**config.mk**
```make
export PLATFORM = sky130hd
export DESIGN_NAME = rcode_frame_asm
export DESIGN_NICKNAME = d
export VERILOG_FILES = /design/src/rtl/rcf_pkg.sv /design/src/rtl/rcf_plaintext.sv /design/src/rtl/rcf_pack.sv /design/src/rtl/rcf_parity.sv /design/src/rtl/rcode_frame_asm.sv
export SDC_FILE = /design/constraint.sdc
export NUM_CORES = 1
export LEC_CHECK = 0
export BUFFER_PORTS_ARGS = -buffer_cell sky130_fd_sc_hd__buf_2
export CAP_MARGIN = 0
export CORE_MARGIN = 2
export CORE_UTILIZATION = 56
export DETAILED_ROUTE_END_ITERATION = 8
export PLACE_DENSITY = 0.85
export SLEW_MARGIN = 20
export SYNTH_ARGS = -nofsm -noshare
export SYNTH_HDL_FRONTEND = slang
export SYNTH_SLANG_ARGS = --single-unit
```
**constraint.sdc**
```tcl
create_clock -name clk -period 3.8 [get_ports clk]
set_input_delay 0.38 -clock clk [delete_from_list [all_inputs] [get_ports clk]]
set_output_delay 0.38 -clock clk [all_outputs]
set_load 0.01 [all_outputs]
```
**src/rtl/rcf_pkg.sv**
```systemverilog
package rcf_pkg;
  parameter int BTN_W    = 4;
  parameter int SYNC_W   = 16;
  parameter int SER_W    = 32;
  parameter int SEED_W   = 48;
  parameter int CT_W     = 32;
  parameter int USER_W   = 2;
  parameter int SERLSB_W = 8;
  parameter int NIB_W    = 4;

  localparam int DISC_W   = SERLSB_W + USER_W + 2;
  localparam int PT_W     = BTN_W + DISC_W + SYNC_W;
  localparam int BODY_W   = CT_W + SER_W + 1;
  localparam int CHK_W    = 2;
  localparam int FRAME_W  = BODY_W + CHK_W;
  localparam int SER_HI_W = CT_W + SER_W - SEED_W;

  localparam logic [BTN_W-1:0] BTN_SEED_NOW = 4'b1001;
  localparam logic [BTN_W-1:0] BTN_SEED_DLY = 4'b0011;

  typedef enum logic [1:0] {
    ST_IDLE = 2'd0,
    ST_CALC = 2'd1,
    ST_WAIT = 2'd2,
    ST_HOLD = 2'd3
  } asm_state_e;

  typedef struct packed {
    logic [BTN_W-1:0]  btn;
    logic [SYNC_W-1:0] sync;
    logic [SER_W-1:0]  serial;
    logic [SEED_W-1:0] seed;
    logic              full_ser;
    logic              seed_en;
    logic              delay_mark;
    logic              indep;
    logic              ovf;
    logic [USER_W-1:0] user;
    logic              low_batt;
    logic              delayed;
  } snap_t;
endpackage

```
**src/rtl/rcf_plaintext.sv**
```systemverilog
module rcf_plaintext
  import rcf_pkg::*;
(
  input  logic [BTN_W-1:0]    btn_i,
  input  logic [SYNC_W-1:0]   sync_i,
  input  logic [SERLSB_W-1:0] ser_lsb_i,
  input  logic                indep_i,
  input  logic                ovf_i,
  input  logic [USER_W-1:0]   user_i,
  input  logic                delay_mark_i,
  input  logic                delayed_i,
  input  logic                seed_en_i,
  output logic [PT_W-1:0]     pt_o,
  output logic                seed_sel_o
);
  logic [DISC_W-1:0] disc;

  always_comb begin
    disc = {indep_i, ovf_i, user_i, ser_lsb_i};
    if (delayed_i && delay_mark_i) begin
      disc[NIB_W-1:0] = ~disc[NIB_W-1:0];
    end
  end

  assign pt_o = {btn_i, disc, sync_i};

  assign seed_sel_o = seed_en_i &&
                      ((btn_i == BTN_SEED_NOW) ||
                       ((btn_i == BTN_SEED_DLY) && delayed_i));
endmodule

```
**src/rtl/rcf_pack.sv**
```systemverilog
module rcf_pack
  import rcf_pkg::*;
(
  input  logic [BTN_W-1:0]  btn_i,
  input  logic [SER_W-1:0]  serial_i,
  input  logic [SEED_W-1:0] seed_i,
  input  logic              full_ser_i,
  input  logic              low_batt_i,
  input  logic              seed_sel_i,
  input  logic [CT_W-1:0]   ct_i,
  output logic [BODY_W-1:0] body_o
);
  logic [SER_W-1:0] ser_fld;

  always_comb begin
    if (full_ser_i) begin
      ser_fld = serial_i;
    end else begin
      ser_fld = {btn_i, serial_i[SER_W-BTN_W-1:0]};
    end
  end

  always_comb begin
    if (seed_sel_i) begin
      body_o = {low_batt_i, ser_fld[SER_W-1 -: SER_HI_W], seed_i};
    end else begin
      body_o = {low_batt_i, ser_fld, ct_i};
    end
  end
endmodule

```
**src/rtl/rcf_parity.sv**
```systemverilog
module rcf_parity #(
  parameter int N = 65
) (
  input  logic [N-1:0] data_i,
  output logic [1:0]   chk_o
);
  logic all_c [N+1];
  logic odd_c [N+1];

  assign all_c[0] = 1'b0;
  assign odd_c[0] = 1'b0;

  for (genvar gi = 0; gi < N; gi++) begin : g_bit
    assign all_c[gi+1] = all_c[gi] ^ data_i[gi];
    if ((gi % 2) == 1) begin : g_odd
      assign odd_c[gi+1] = odd_c[gi] ^ data_i[gi];
    end else begin : g_even
      assign odd_c[gi+1] = odd_c[gi];
    end
  end

  assign chk_o = {odd_c[N], all_c[N]};
endmodule

```
**src/rtl/rcode_frame_asm.sv**
```systemverilog
module rcode_frame_asm
  import rcf_pkg::*;
(
  input  logic               clk,
  input  logic               rst_n,
  input  logic               req_i,
  input  logic               delayed_i,
  input  logic [3:0]         button_i,
  input  logic [15:0]        sync_i,
  input  logic [31:0]        serial_i,
  input  logic [47:0]        seed_i,
  input  logic               opt_full_serial_i,
  input  logic               opt_seed_en_i,
  input  logic               opt_delay_mark_i,
  input  logic               opt_indep_i,
  input  logic               opt_ovf_i,
  input  logic [1:0]         opt_user_i,
  input  logic               low_batt_i,
  output logic               cipher_start_o,
  output logic [31:0]        cipher_pt_o,
  input  logic               cipher_done_i,
  input  logic [31:0]        cipher_ct_i,
  output logic               frame_valid_o,
  output logic [66:0]        frame_o,
  input  logic               frame_ack_i
);
  asm_state_e           state_q, state_d;
  snap_t                snap_q, snap_d;
  logic                 snap_ld;
  logic                 frame_ld;
  logic [FRAME_W-1:0]   frame_q, frame_d;
  logic [PT_W-1:0]      pt;
  logic                 seed_sel;
  logic [BODY_W-1:0]    body;
  logic [CHK_W-1:0]     chk;

  always_comb begin
    snap_d = '{btn:        button_i,
               sync:       sync_i,
               serial:     serial_i,
               seed:       seed_i,
               full_ser:   opt_full_serial_i,
               seed_en:    opt_seed_en_i,
               delay_mark: opt_delay_mark_i,
               indep:      opt_indep_i,
               ovf:        opt_ovf_i,
               user:       opt_user_i,
               low_batt:   low_batt_i,
               delayed:    delayed_i};
  end

  rcf_plaintext u_pt (
    .btn_i        (snap_q.btn),
    .sync_i       (snap_q.sync),
    .ser_lsb_i    (snap_q.serial[SERLSB_W-1:0]),
    .indep_i      (snap_q.indep),
    .ovf_i        (snap_q.ovf),
    .user_i       (snap_q.user),
    .delay_mark_i (snap_q.delay_mark),
    .delayed_i    (snap_q.delayed),
    .seed_en_i    (snap_q.seed_en),
    .pt_o         (pt),
    .seed_sel_o   (seed_sel)
  );

  rcf_pack u_pack (
    .btn_i      (snap_q.btn),
    .serial_i   (snap_q.serial),
    .seed_i     (snap_q.seed),
    .full_ser_i (snap_q.full_ser),
    .low_batt_i (snap_q.low_batt),
    .seed_sel_i (seed_sel),
    .ct_i       (cipher_ct_i),
    .body_o     (body)
  );

  rcf_parity #(.N(BODY_W)) u_par (
    .data_i (body),
    .chk_o  (chk)
  );

  assign frame_d = {chk, body};

  // next-state logic
  always_comb begin
    state_d  = state_q;
    snap_ld  = 1'b0;
    frame_ld = 1'b0;
    case (state_q)
      ST_IDLE: begin
        if (req_i) begin
          snap_ld = 1'b1;
          state_d = ST_CALC;
        end
      end
      ST_CALC: begin
        if (seed_sel) begin
          frame_ld = 1'b1;
          state_d  = ST_HOLD;
        end else begin
          state_d  = ST_WAIT;
        end
      end
      ST_WAIT: begin
        if (cipher_done_i) begin
          frame_ld = 1'b1;
          state_d  = ST_HOLD;
        end
      end
      ST_HOLD: begin
        if (frame_ack_i) begin
          state_d = ST_IDLE;
        end
      end
      default: state_d = ST_IDLE;
    endcase
  end

  // registers
  always_ff @(posedge clk or negedge rst_n) begin
    if (!rst_n) begin
      state_q <= ST_IDLE;
    end else begin
      state_q <= state_d;
    end
  end

  always_ff @(posedge clk or negedge rst_n) begin
    if (!rst_n) begin
      snap_q <= '0;
    end else if (snap_ld) begin
      snap_q <= snap_d;
    end
  end

  always_ff @(posedge clk or negedge rst_n) begin
    if (!rst_n) begin
      frame_q <= '0;
    end else if (frame_ld) begin
      frame_q <= frame_d;
    end
  end

  assign cipher_start_o = (state_q == ST_CALC) && !seed_sel;
  assign cipher_pt_o    = pt;
  assign frame_valid_o  = (state_q == ST_HOLD);
  assign frame_o        = frame_q;

  // start is a single-cycle pulse
  p_start_pulse_r7: assert property (@(posedge clk) disable iff (!rst_n)
    cipher_start_o |=> !cipher_start_o);

  // plaintext held while the ciphertext is awaited
  p_pt_stable_r7: assert property (@(posedge clk) disable iff (!rst_n)
    (state_q == ST_WAIT) |-> $stable(cipher_pt_o));

  // frame follows the accepted ciphertext by one cycle
  p_valid_after_done_r7: assert property (@(posedge clk) disable iff (!rst_n)
    ((state_q == ST_WAIT) && cipher_done_i) |=> frame_valid_o);

  // held frame stays valid and unchanged until acknowledged
  p_hold_r8: assert property (@(posedge clk) disable iff (!rst_n)
    (frame_valid_o && !frame_ack_i) |=> (frame_valid_o && $stable(frame_o)));

  // acknowledge releases the frame
  p_release_r8: assert property (@(posedge clk) disable iff (!rst_n)
    (frame_valid_o && frame_ack_i) |=> !frame_valid_o);

  // seed frames skip the cipher and are ready next cycle
  p_seed_fast_r9: assert property (@(posedge clk) disable iff (!rst_n)
    ((state_q == ST_CALC) && seed_sel) |=> (frame_valid_o && !cipher_start_o));
endmodule

```
==> flow_summary.yaml <==
routing:
  wl_met2_microns: 9740
  routed.top_layer: "met5"
  via_per_inst: 5.27
  wire_per_inst_microns: 18.4
  drt-pass1-iter-count: 4
  wl_met3_microns: 1720
  ant_nets: 0
  drt-total-wl_microns: 19500
  drc: 0
  wl_met1_microns: 7620
  routed-via-count: 5599
  initialDrtViolationCount: 161
synthesis:
  synth-simple-area-share: 0.0284
  syn_nets: 800
  synthMuxAreaShare: 0.236
  yosys.area.top_type: "dfrtp_1"
  synthArstFlopShare: 1.00
  synthAdderAreaFrac: 0.00740
  syn_avg_cell_area_sq_um: 13.0
  synth_xor_area_frac: 0.122
  synth_top_family_by_area: "multiplexers"
  ys_ff_latch: 178
  synth.cell_area_sq_um: 8450
  synth-edff-count: 0
  synth_cell_types: 27
  syn_inst: 649
  synth_compound_area_frac: 0.0375
  ys_seq_area_frac: 0.527
  synthTopCellsByArea: "dfrtp_1 53%, mux2_2 17%, xnor2_1 8.4%"
  yosysMostFrequentCell: "dfrtp_1"
  synth_top_area_frac: 0.527
  synth_flop_cell: "dfrtp_1"
  ys_top_cells_by_count: "178 x dfrtp_1, 124 x mux2_2, 81 x xnor2_1"
  yosysWarnings: 0
floorplanning:
  pin_count: 247
  core_sq_um: 14600
  fp-row-count: 44
  die_area_sq_um: 16100
  die_w_microns: 127
  die_y_microns: 127
  start_util: 0.577
global_routing:
  grt_max_degree: 121
  grt_pass1_vias: 5837
  antenna_found_initial: 3
  grt_usage: 0.249
  grt-ovfl-total: 0
  grt_pass1_wl_microns: 30700
timing:
  finClkSkew_ns: 0.0136
  max_freq_ghz: 0.366
  relSlewSlack: 0.411
  timing.final.max_slew_violations: 0
  min_period_over_period: 0.718
  worst_slew_pin_slew_ns: 0.884
  setup_viol: 0
  rsz0062_at_grt: "no"
  hold_violations: 0
  timing.setup.tns_ns: 0
  min_period_ns: 2.73
run:
  drv_cap: 0
pwr:
  clock_power_share: 0.170
  intPower_mw: 6.87
  peakVddDrop_v: 0.000658
  power_density_nw_per_um2: 1040
  combPwrFrac: 0.497
  power_mw: 10.7
  swShare: 0.357
  switching_power_mw: 3.81
  p_leak_nw: 4.85
  power_frac_seq: 0.334
clock_tree:
  htreeDepth: 4
  cts_buffer_depth: 2
  clk_latency_ns: 0.43
  cts_tree: "done"
  numCtsBuffers: 17
  ctsResizeCount: 0
  cts_setup_buffers: 0
  root_buffer: "clkbuf_16"
  clk_pin_slew_ns: 0.07
  hold_buffers: 1
  clock_sinks: 178
worst_hold_path:
  min_from: "serial_i[7]"
  min_path_cells: 2
  min_to: "snap_q[64]"
  hp-class: "in2reg"
placement:
  dp.cells: 1027
  place.gp.congestion: 0.808
  dp_hpwl_microns: 14000
  port_buffers: 246
finish:
  instances_no_fill: 1062
  area_delta_synth_final_pct: 21.8
  fill_cells: 1068
  drive_above_1_share: 0.473
  final_nets: 1014
setup_path:
  r2r_setup_slack_ns: 1.07
  reg2reg_from: "snap_q[108]"
  r2r_end: "frame_o[65]"
  critical_path_class: "reg2out"
  required_ns: 3.42
  critPathMaxFanout: 38
  endpoint_kind: "output pin"
  rr_worst_depth: 7
  crit_arrival_ns: 2.35
  start_kind: "register"
run_status:
  status: "completed"
==> cells by family (layout without fill, tap and decap cells) <==
logic type,Yosys count,after routing
AOI/OAI and AO/OA,59,59
xor gates and xnor gates,100,100
adders and majority gates,5,5
buffers and inverters,63,290
DFF,178,178
muxes,183,183
other,0,2
and+or+nand+nor,61,61
==> sequential cells by signal (all words and copies together), names as in the netlist <==
register / cells
frame_o: 67
snap_q: 109
state_q: 2
==> worst max-delay path by stage <==
stage                 from  slack [ns]             end
2_1_floorplan  snap_q[106]        1.63     frame_o[65]
3_3_place_gp   snap_q[106]        1.12     frame_o[65]
3_5_place_dp   snap_q[106]        1.03     frame_o[65]
4_1_cts        snap_q[108]        1.01  cipher_start_o
5_1_grt        snap_q[108]        0.86     frame_o[65]
6_report       snap_q[108]        1.07  cipher_start_o
==> power by group through the flow <==
stage	combinational, mW	clock, mW	sequential, mW
after CTS	5.39	1.84	3.56
after detailed placement	5.35	0	3.58
after floorplan	4.02	0	3.56
after global routing	5.77	1.92	3.68
final	5.31	1.81	3.57
after global placement	5.24	0	3.54
==> layer usage <==
layer  up-vias  GRT usage
met2       201      0.416
met4         4     0.0860
li1       2625          -
met3        31     0.0911
met5         -          0
met1      2738      0.301
==> cell usage in the layout (no fill, tap or decap), drive strengths merged <==
cell	instances
bufinv	3
nand2	57
dfrtp	178
diode	2
nor2b	1
a211oi	1
dlygate4sd3	1
o21ai	53
nand3b	1
xnor2	81
mux2i	59
buf	253
a2111oi	1
xnor3	11
clkinvlp	3
clkinv	5
ha	5
mux2	124
a21oi	1
clkbuf	17
xor2	8
a22o	1
o221ai	1
inv	8
nand2b	2
o21bai	1
==> stage by stage <==
step,util,instance area [sq um],setup slack [ns],hold WS [ns]
3_3_place_gp,0.660,9660,1.12,0.419
3_5_place_dp,0.660,9660,1.03,0.421
4_1_cts,0.702,10300,1.01,0.163
5_1_grt,0.703,10300,0.863,0.166
2_1_floorplan,-,8450,1.63,0.0844
6_report,0.703,10300,1.07,0.172
==> worst max-delay path, stage by stage, from the launching register on <==
cell and delay (ns):
dfrtp_1 0.41, nand3b_1 0.21, a211oi_4 0.40, buf_4 0.61, nor2b_1 0.11, buf_2 0.17
==> cell type report <==
type	count	area, sq um	area share
tap	184	230	0.0224
clock buffer	17	425	0.0413
clock inverter	15	180	0.0175
sequential	178	4450	0.433
multi-input combinational	408	3670	0.357
timing repair buffer	254	1310	0.128
antenna	2	5.00	0.000486
inverter	4	15.0	0.00146
Power figures use the tool's default switching activity.
